==> src/rtl/async_rx_pkg.sv <==
package async_rx_pkg;

  typedef enum logic [2:0] {
    ST_IDLE,
    ST_START,
    ST_DATA,
    ST_PAR,
    ST_STOP1,
    ST_STOP2
  } rxState_t;

  // strobes from control to datapath, valid for one cycle
  typedef struct packed {
    logic clear;     // new character begins
    logic shiftBit;  // take a data bit
    logic takePar;   // take the parity bit
    logic stopFail;  // a stop bit was sampled low
    logic emit;      // character complete
  } rxStrobe_t;

  localparam int ENTRY_W  = 16;
  localparam int BYTE_W   = 8;
  localparam int MIN_BITS = 5;

endpackage

==> src/rtl/async_rx_ctrl.sv <==
module async_rx_ctrl
  import async_rx_pkg::*;
#(
  parameter int TICKS_PER_BIT = 16,
  parameter int MAX_BITS      = 8
) (
  input  logic      clk,
  input  logic      rstN,
  input  logic      sampleTick,
  input  logic      lineNow,
  input  logic      lineWas,
  input  logic [1:0] cfgLen,
  input  logic      cfgParEn,
  input  logic      cfgTwoStop,
  output rxStrobe_t stb
);

  localparam int CNT_W = $clog2(TICKS_PER_BIT);
  localparam int IDX_W = $clog2(MAX_BITS);
  localparam logic [CNT_W-1:0] MID_CNT = CNT_W'(TICKS_PER_BIT / 2 - 1);
  localparam logic [CNT_W-1:0] END_CNT = CNT_W'(TICKS_PER_BIT - 1);

  rxState_t         state, stateNxt;
  logic [CNT_W-1:0] tickCnt, tickCntNxt;
  logic [IDX_W-1:0] bitIdx, bitIdxNxt;
  logic [IDX_W-1:0] lastIdx;
  logic             atEnd;
  logic             fallSeen;

  assign lastIdx  = IDX_W'(cfgLen) + IDX_W'(MIN_BITS - 1);
  assign atEnd    = sampleTick && (tickCnt == END_CNT);
  assign fallSeen = sampleTick && lineWas && !lineNow;

  always_comb begin
    stateNxt   = state;
    tickCntNxt = tickCnt;
    bitIdxNxt  = bitIdx;
    stb        = '0;
    if (sampleTick && state != ST_IDLE) begin
      tickCntNxt = atEnd ? '0 : tickCnt + 1'b1;
    end
    unique case (state)
      ST_IDLE: begin
        if (fallSeen) begin
          stateNxt   = ST_START;
          tickCntNxt = '0;
          stb.clear  = 1'b1;
        end
      end
      ST_START: begin
        if (sampleTick && tickCnt == MID_CNT) begin
          tickCntNxt = '0;
          bitIdxNxt  = '0;
          stateNxt   = lineNow ? ST_IDLE : ST_DATA;
        end
      end
      ST_DATA: begin
        if (atEnd) begin
          stb.shiftBit = 1'b1;
          if (bitIdx == lastIdx) begin
            stateNxt = cfgParEn ? ST_PAR : ST_STOP1;
          end else begin
            bitIdxNxt = bitIdx + 1'b1;
          end
        end
      end
      ST_PAR: begin
        if (atEnd) begin
          stb.takePar = 1'b1;
          stateNxt    = ST_STOP1;
        end
      end
      ST_STOP1: begin
        if (atEnd) begin
          if (!lineNow) begin
            stb.stopFail = 1'b1;
            stb.emit     = 1'b1;
            stateNxt     = ST_IDLE;
          end else if (cfgTwoStop) begin
            stateNxt = ST_STOP2;
          end else begin
            stb.emit = 1'b1;
            stateNxt = ST_IDLE;
          end
        end
      end
      ST_STOP2: begin
        if (atEnd) begin
          stb.stopFail = !lineNow;
          stb.emit     = 1'b1;
          stateNxt     = ST_IDLE;
        end
      end
      default: stateNxt = ST_IDLE;
    endcase
  end

  always_ff @(posedge clk or negedge rstN) begin
    if (!rstN) begin
      state   <= ST_IDLE;
      tickCnt <= '0;
      bitIdx  <= '0;
    end else begin
      state   <= stateNxt;
      tickCnt <= tickCntNxt;
      bitIdx  <= bitIdxNxt;
    end
  end

endmodule

==> src/rtl/async_rx_dp.sv <==
module async_rx_dp
  import async_rx_pkg::*;
#(
  parameter int SYNC_STAGES = 2
) (
  input  logic               clk,
  input  logic               rstN,
  input  logic               sampleTick,
  input  logic               rxLine,
  input  logic [1:0]         cfgLen,
  input  logic               cfgParEn,
  input  logic [1:0]         cfgParMode,
  input  logic               cfgAdjSel,
  input  logic               cfgStatSel,
  input  rxStrobe_t          stb,
  output logic               lineNow,
  output logic               lineWas,
  output logic [ENTRY_W-1:0] outEntry,
  output logic               outValid,
  output logic               parErrIrq
);

  localparam int NB_W = $clog2(BYTE_W + 1);

  logic [SYNC_STAGES-1:0] syncSr;
  logic [BYTE_W-1:0]      dataSr;
  logic                   parBit;
  logic                   frameErr;

  logic [NB_W-1:0]        nBits;
  logic [BYTE_W-1:0]      charData;
  logic [BYTE_W-1:0]      dataByte;
  logic [BYTE_W-1:0]      statByte;
  logic                   expPar;
  logic                   parErr;
  logic                   frameNow;
  logic                   adjStore;
  logic                   statStore;

  // line synchroniser, idle level high
  generate
    if (SYNC_STAGES == 1) begin : g_sync1
      always_ff @(posedge clk or negedge rstN) begin
        if (!rstN) syncSr <= '1;
        else       syncSr <= rxLine;
      end
    end else begin : g_syncN
      always_ff @(posedge clk or negedge rstN) begin
        if (!rstN) syncSr <= '1;
        else       syncSr <= {syncSr[SYNC_STAGES-2:0], rxLine};
      end
    end
  endgenerate

  assign lineNow = syncSr[SYNC_STAGES-1];

  always_ff @(posedge clk or negedge rstN) begin
    if (!rstN)           lineWas <= 1'b1;
    else if (sampleTick) lineWas <= lineNow;
  end

  // character capture
  always_ff @(posedge clk or negedge rstN) begin
    if (!rstN) begin
      dataSr   <= '0;
      parBit   <= 1'b0;
      frameErr <= 1'b0;
    end else if (stb.clear) begin
      dataSr   <= '0;
      parBit   <= 1'b0;
      frameErr <= 1'b0;
    end else begin
      if (stb.shiftBit) dataSr   <= {lineNow, dataSr[BYTE_W-1:1]};
      if (stb.takePar)  parBit   <= lineNow;
      if (stb.stopFail) frameErr <= 1'b1;
    end
  end

  assign nBits    = NB_W'(MIN_BITS) + NB_W'(cfgLen);
  assign charData = dataSr >> (NB_W'(BYTE_W) - nBits);
  assign frameNow = frameErr | stb.stopFail;

  always_comb begin
    unique case (cfgParMode)
      2'b00:   expPar = 1'b0;
      2'b01:   expPar = ~(^charData);
      2'b10:   expPar = ^charData;
      default: expPar = 1'b1;
    endcase
  end

  assign parErr    = cfgParEn && (parBit != expPar);
  assign adjStore  = cfgParEn && !cfgAdjSel && (nBits < NB_W'(BYTE_W));
  assign statStore = cfgParEn && cfgStatSel && (nBits == NB_W'(BYTE_W));

  // data byte: character bits, then the optional adjacent parity bit
  generate
    for (genvar b = 0; b < BYTE_W; b++) begin : g_dbit
      always_comb begin
        if (NB_W'(b) < nBits)       dataByte[b] = charData[b];
        else if (NB_W'(b) == nBits) dataByte[b] = adjStore & parBit;
        else                        dataByte[b] = 1'b0;
      end
    end
  endgenerate

  always_comb begin
    statByte    = '0;
    statByte[7] = parErr;
    statByte[6] = frameNow;
    statByte[0] = statStore & parBit;
  end

  always_ff @(posedge clk or negedge rstN) begin
    if (!rstN) begin
      outEntry  <= '0;
      outValid  <= 1'b0;
      parErrIrq <= 1'b0;
    end else begin
      outValid  <= stb.emit;
      parErrIrq <= stb.emit & parErr;
      if (stb.emit) outEntry <= {statByte, dataByte};
    end
  end

endmodule

==> src/rtl/async_char_rx.sv <==
module async_char_rx
  import async_rx_pkg::*;
#(
  parameter int TICKS_PER_BIT = 16,
  parameter int SYNC_STAGES   = 2
) (
  input  logic        clk,
  input  logic        rstN,
  input  logic        sampleTick,
  input  logic        rxLine,
  input  logic [1:0]  cfgLen,
  input  logic        cfgParEn,
  input  logic [1:0]  cfgParMode,
  input  logic        cfgTwoStop,
  input  logic        cfgAdjSel,
  input  logic        cfgStatSel,
  output logic [15:0] outEntry,
  output logic        outValid,
  output logic        parErrIrq
);

  rxStrobe_t stb;
  logic      lineNow;
  logic      lineWas;

  async_rx_ctrl #(
    .TICKS_PER_BIT(TICKS_PER_BIT),
    .MAX_BITS     (BYTE_W)
  ) u_ctrl (
    .clk       (clk),
    .rstN      (rstN),
    .sampleTick(sampleTick),
    .lineNow   (lineNow),
    .lineWas   (lineWas),
    .cfgLen    (cfgLen),
    .cfgParEn  (cfgParEn),
    .cfgTwoStop(cfgTwoStop),
    .stb       (stb)
  );

  async_rx_dp #(
    .SYNC_STAGES(SYNC_STAGES)
  ) u_dp (
    .clk       (clk),
    .rstN      (rstN),
    .sampleTick(sampleTick),
    .rxLine    (rxLine),
    .cfgLen    (cfgLen),
    .cfgParEn  (cfgParEn),
    .cfgParMode(cfgParMode),
    .cfgAdjSel (cfgAdjSel),
    .cfgStatSel(cfgStatSel),
    .stb       (stb),
    .lineNow   (lineNow),
    .lineWas   (lineWas),
    .outEntry  (outEntry),
    .outValid  (outValid),
    .parErrIrq (parErrIrq)
  );

endmodule

==> config.mk <==
export PLATFORM = sky130hd
export DESIGN_NAME = async_char_rx
export DESIGN_NICKNAME = d
export VERILOG_FILES = /design/src/rtl/async_rx_pkg.sv /design/src/rtl/async_rx_ctrl.sv /design/src/rtl/async_rx_dp.sv /design/src/rtl/async_char_rx.sv
export SDC_FILE = /design/constraint.sdc
export NUM_CORES = 1
export LEC_CHECK = 0
export BUFFER_PORTS_ARGS = -buffer_cell sky130_fd_sc_hd__clkbuf_2
export CORE_ASPECT_RATIO = 1.75
export CORE_UTILIZATION = 55
export DETAILED_ROUTE_END_ITERATION = 8
export PLACE_DENSITY = 0.85
export SETUP_SLACK_MARGIN = 0.1
export SLEW_MARGIN = 20
export SYNTH_ARGS = -nofsm -noshare
export SYNTH_HDL_FRONTEND = slang
export SYNTH_SLANG_ARGS = --single-unit
==> constraint.sdc <==
create_clock -name clk -period 2.55 [get_ports clk]
set_input_delay 0.255 -clock clk [delete_from_list [all_inputs] [get_ports clk]]
set_output_delay 0.255 -clock clk [all_outputs]
set_load 0.01 [all_outputs]
==> PnR_summary.wiki <==
{| class="wikitable"
! Metric !! Value
|-
| Status || complete, no violations
|-
| Transition time at the pin with the least slew margin || 898 ps
|-
| Final-report setup violation count || 0
|-
| TritonCTS buffer count || 5
|-
| Maximum fanout encountered on the critical timing path || 5
|-
| Drt total wl || 4.23 mm
|-
| Worst Clk Skew || 9.74 ps
|-
| R2r endpoint || u_dp.outEntry[15]
|-
| Number of distinct library cells after synthesis || 46
|-
| DRC violation count after routing || 0
|-
| Gp weighted congestion || 0.813
|-
| Cell row count || 29
|-
| YS warnings || 0
|-
| Count of input and output buffers || 24
|-
| Syn Std Cell Area || 2140 um2
|-
| Dominant cells by area after synthesis || dfrtp_1, nand2_1, mux4_1
|-
| Per-cell routed wire length || 14.0 um
|-
| Crit path setup slack, layout || 235 ps
|-
| Final HPWL from detailed placement || 3.15 mm
|-
| Diode insertion count for antenna repair || 0
|-
| Post-route standard cell area excluding fillers || 2430 um2
|-
| Portion of total power attributed to sequential cells || 0.454
|-
| Share of flip-flops with an asynchronous set or reset after synthesis || 1.00
|-
| End point of the critical path || u_dp.outEntry[15]
|-
| Post-synth top flop || dfrtp_1
|-
| Minimum clock period after layout || 2320 ps
|-
| DRT Pass-1 Iters || 4
|-
| Period utilization || 0.908
|-
| Synth-to-Final Area Change || 13.9%
|-
| Clk_lat worst skew || about 290 ps
|-
| Fraction of power consumed by the clock network || 0.249
|-
| Final Power || 1.74 mW
|-
| Global Route Usage Sum || 0.229
|-
| Vias in the first global route || ~1.7k
|-
| Part of the total power dissipated in combinational logic || 0.298
|-
| Total leakage power || ~1.1 nW
|-
| Non-Filler Instances || 302
|-
| Worst Reg-to-Reg Cells || 7
|-
| Initial core utilization || 0.583
|-
| CTS tree || done
|-
| Initial antenna violation count || 0
|-
| Die W || 49.1 um
|-
| EDFF count, synth || 0
|-
| P_int || 1.15 mW
|-
| Highest Clock Rate || ~430 MHz
|-
| Total Nets Final || 276
|-
| Dpl cell area || 2340 um2
|-
| Number of stages on the worst hold path || 1
|-
| Critical path data arrival time || about 2500 ps
|-
| Maximum number of buffers from clock root to sink || 2
|-
| Cell type with the largest total area after synthesis || dfrtp_1
|-
| Normalized max-slew margin || 0.401
|-
| Number of pins with negative max-slew slack in the final report || 0
|-
| Wire length of the first global-routing pass || 7.25 mm
|-
| H-Tree Level Count || 2
|-
| Placed cell count || 295
|-
| CP Data Required Time || 2750 ps
|-
| Vertical die dimension || approximately 84 um
|-
| Switching power summed over all nets || 598 uW
|-
| Die outline area || roughly 4100 um2
|-
| Worst supply voltage drop on vdd || 0.625 mV
|-
| Class of the tightest hold or removal check || input port to register
|-
| Setup crit start || cfgLen[1]
|-
| Vias after detailed routing || 1688
|-
| Post-detailed-route count of antenna-violating nets || 0
|-
| CP dominant cell by count || o21a_1
|-
| Synthesized area per cell || 9.46 um2
|-
| Maximum number of pins on one net before global-route repair || 37
|-
| Cell type of the slowest stage on the worst timing path || mux4_2
|-
| Number of failing hold endpoints at the final stage || 0
|-
| Series of cell instances along the critical path || clkbuf_2 > inv_1 > ha_4 > mux4_2 > xor2_1 > xnor2_1 > xnor3_1 > o21a_1 > o21a_1 > o31ai_1
|-
| Gate Count Post-Synth || 226
|-
| CP Capture Type || register
|-
| Flip-flop and latch count after synthesis || 36
|-
| Worst R2R Start || u_dp.dataSr[5]
|-
| Minimum setup slack after placement || -148 ps
|-
| Root buffer cell || clkbuf_8
|-
| Setup fix buffers added after clock tree synthesis || 0
|-
| Core area || 3660 um2
|-
| Register clock-pin slew on the reported worst setup and hold paths || 70 ps
|-
| Utilization after layout || 0.664
|-
| Highest cell delay on the worst timing path || around 530 ps
|-
| Share of the yosys chip area belonging to registers || 0.423
|-
| Setup repair after global routing missed its margin || true
|-
| Number of violations of the max-capacitance limit || 0
|-
| Sw Share || 0.343
|-
| Clk sinks || 36
|-
| Total overflow reported by the global router || 0
|-
| Initial detailed-routing violation count || 44
|-
| Cell area power density || 717 nW/um2
|-
| Fillers || 299
|-
| Register-to-register setup slack || ~240 ps
|-
| Vias per std cell || 5.59
|-
| Ratio of cells with drive above 1 in the final layout || 0.219
|-
| Number of placed I/O pins || 30
|-
| Category of the most critical setup path || input port to register
|-
| Post-synth top area share || 0.386
|-
| Startpoint class of the critical path || input port
|}
==> layout by cell type, fill, tap and decap left out, types with 2 or more instances in the layout <==
cell and instances:
nand3_1 4, nand2_1 33, mux4_2 4, a21oi_1 10, mux2_2 3, nor2b_1 3
or3_1 3, and3_1 2, a31oi_1 3, nor2_1 24, xnor2_1 4, clkbuf_8 7
nor3_1 7, inv_1 8, dfrtp_1 33, dfstp_2 3, nand3b_1 2, buf_4 10
o21a_1 2, nand2b_1 2, clkbuf_2 24, o21ai_0 17, o31ai_1 4, ha_1 7
xor2_1 2, conb_1 5, mux2i_1 10
==> layout make-up <==
class | instances | area [um2] | share of cell area
Clock buffer | 7 | 96.3 | 0.0396
Inverter | 9 | 36.3 | 0.0149
Multi-Input combinational cell | 170 | 1140 | 0.470
Sequential cell | 36 | 905 | 0.372
Tap cell | 46 | 57.6 | 0.0237
Timing Repair Buffer | 34 | 195 | 0.0802
==> power by group through the flow <==
stage               logic (mW)  clock network (mW)  registers [mW]
floorplan                0.418                   0           0.755
global placement         0.496                   0           0.795
detailed placement       0.513                   0           0.798
CTS                      0.520               0.452           0.788
global route             0.583               0.471           0.804
finish                   0.519               0.434           0.792
==> what timing repair did <==
| item | 4_1_cts | 5_1_grt |
|---|---|---|
| resized for setup | 0 | 2 |
| setup endpoints to repair | 0 | 2 |
| hold buffers | 0 | 0 |
==> logic make-up (layout without fill, tap and decap cells) <==
| kind of cell | Yosys count | after routing | synth area share |
|---|---|---|---|
| simple gates | 87 | 87 | 0.187 |
| compound gates | 44 | 44 | 0.124 |
| flops | 36 | 36 | 0.423 |
| buf+inv | 24 | 50 | 0.0550 |
| mux | 18 | 18 | 0.122 |
| fa+ha+maj | 8 | 8 | 0.0468 |
| xor+xnor | 8 | 8 | 0.0392 |
| other cells | 1 | 5 | 0.00175 |
==> cell usage after synthesis, types with 2 or more instances <==
master,count
nand3b_1,2
dfstp_2,3
dfrtp_1,33
nand3_1,4
mux4_1,4
o31ai_1,4
mux2_2,3
nor2b_1,3
nand2b_1,2
xnor2_1,5
buf_4,5
a21oi_1,10
o21ai_0,17
and3_1,2
or3_1,3
a31oi_1,3
inv_1,9
clkbuf_1,7
nor3_1,7
o21a_1,2
nor2_1,24
ha_1,8
mux2i_1,10
nand2_1,33
xor2_1,2
==> flip-flops by register name (all words and copies together) (netlist names) <==
| signal | count |
|---|---|
| u_dp.outEntry | 11 |
| u_dp.dataSr | 8 |
| u_ctrl.tickCnt | 4 |
| u_ctrl.bitIdx | 3 |
| u_ctrl.state | 3 |
| u_dp.syncSr | 2 |
| u_dp.frameErr | 1 |
| u_dp.lineWas | 1 |
| u_dp.outValid | 1 |
| u_dp.parBit | 1 |
| u_dp.parErrIrq | 1 |
==> worst min path at each step <==
stage | from | endpoint | slack, ps
6_report | rxLine | u_dp.syncSr[0] | 50
5_1_grt | rxLine | u_dp.syncSr[0] | 30
4_1_cts | rxLine | u_dp.syncSr[0] | 40
3_5_place_dp | rxLine | u_dp.syncSr[0] | 340
3_3_place_gp | rxLine | u_dp.syncSr[0] | 340
2_1_floorplan | rstN | u_ctrl.bitIdx[0] | -40
==> worst max-delay path, delay by kind of cell <==
kind / cells / cell delay [ps]
adder cells (fa/ha/maj): 1 / 320
buffers and inverters: 2 / 160
XOR/XNOR: 3 / 670
AO/OA/AOI/OAI: 3 / 580
multiplexers: 1 / 530
==> metrics by stage <==
step / TNS, ps / hold WS, ps
floorplan: 0 / -40.6
global placement: -131 / 343
detailed placement: -281 / 344
CTS: 0 / 38.0
global route: 0 / 31.2
finish: 0 / 50.5
==> per-layer routing <==
metal | routed length, um | track usage
met2 | 2360 | 0.440
met4 | 104 | 0.115
met3 | 134 | 0.0326
met1 | 1630 | 0.229
met5 | 0 | 0
Power figures use the tool's default switching activity.
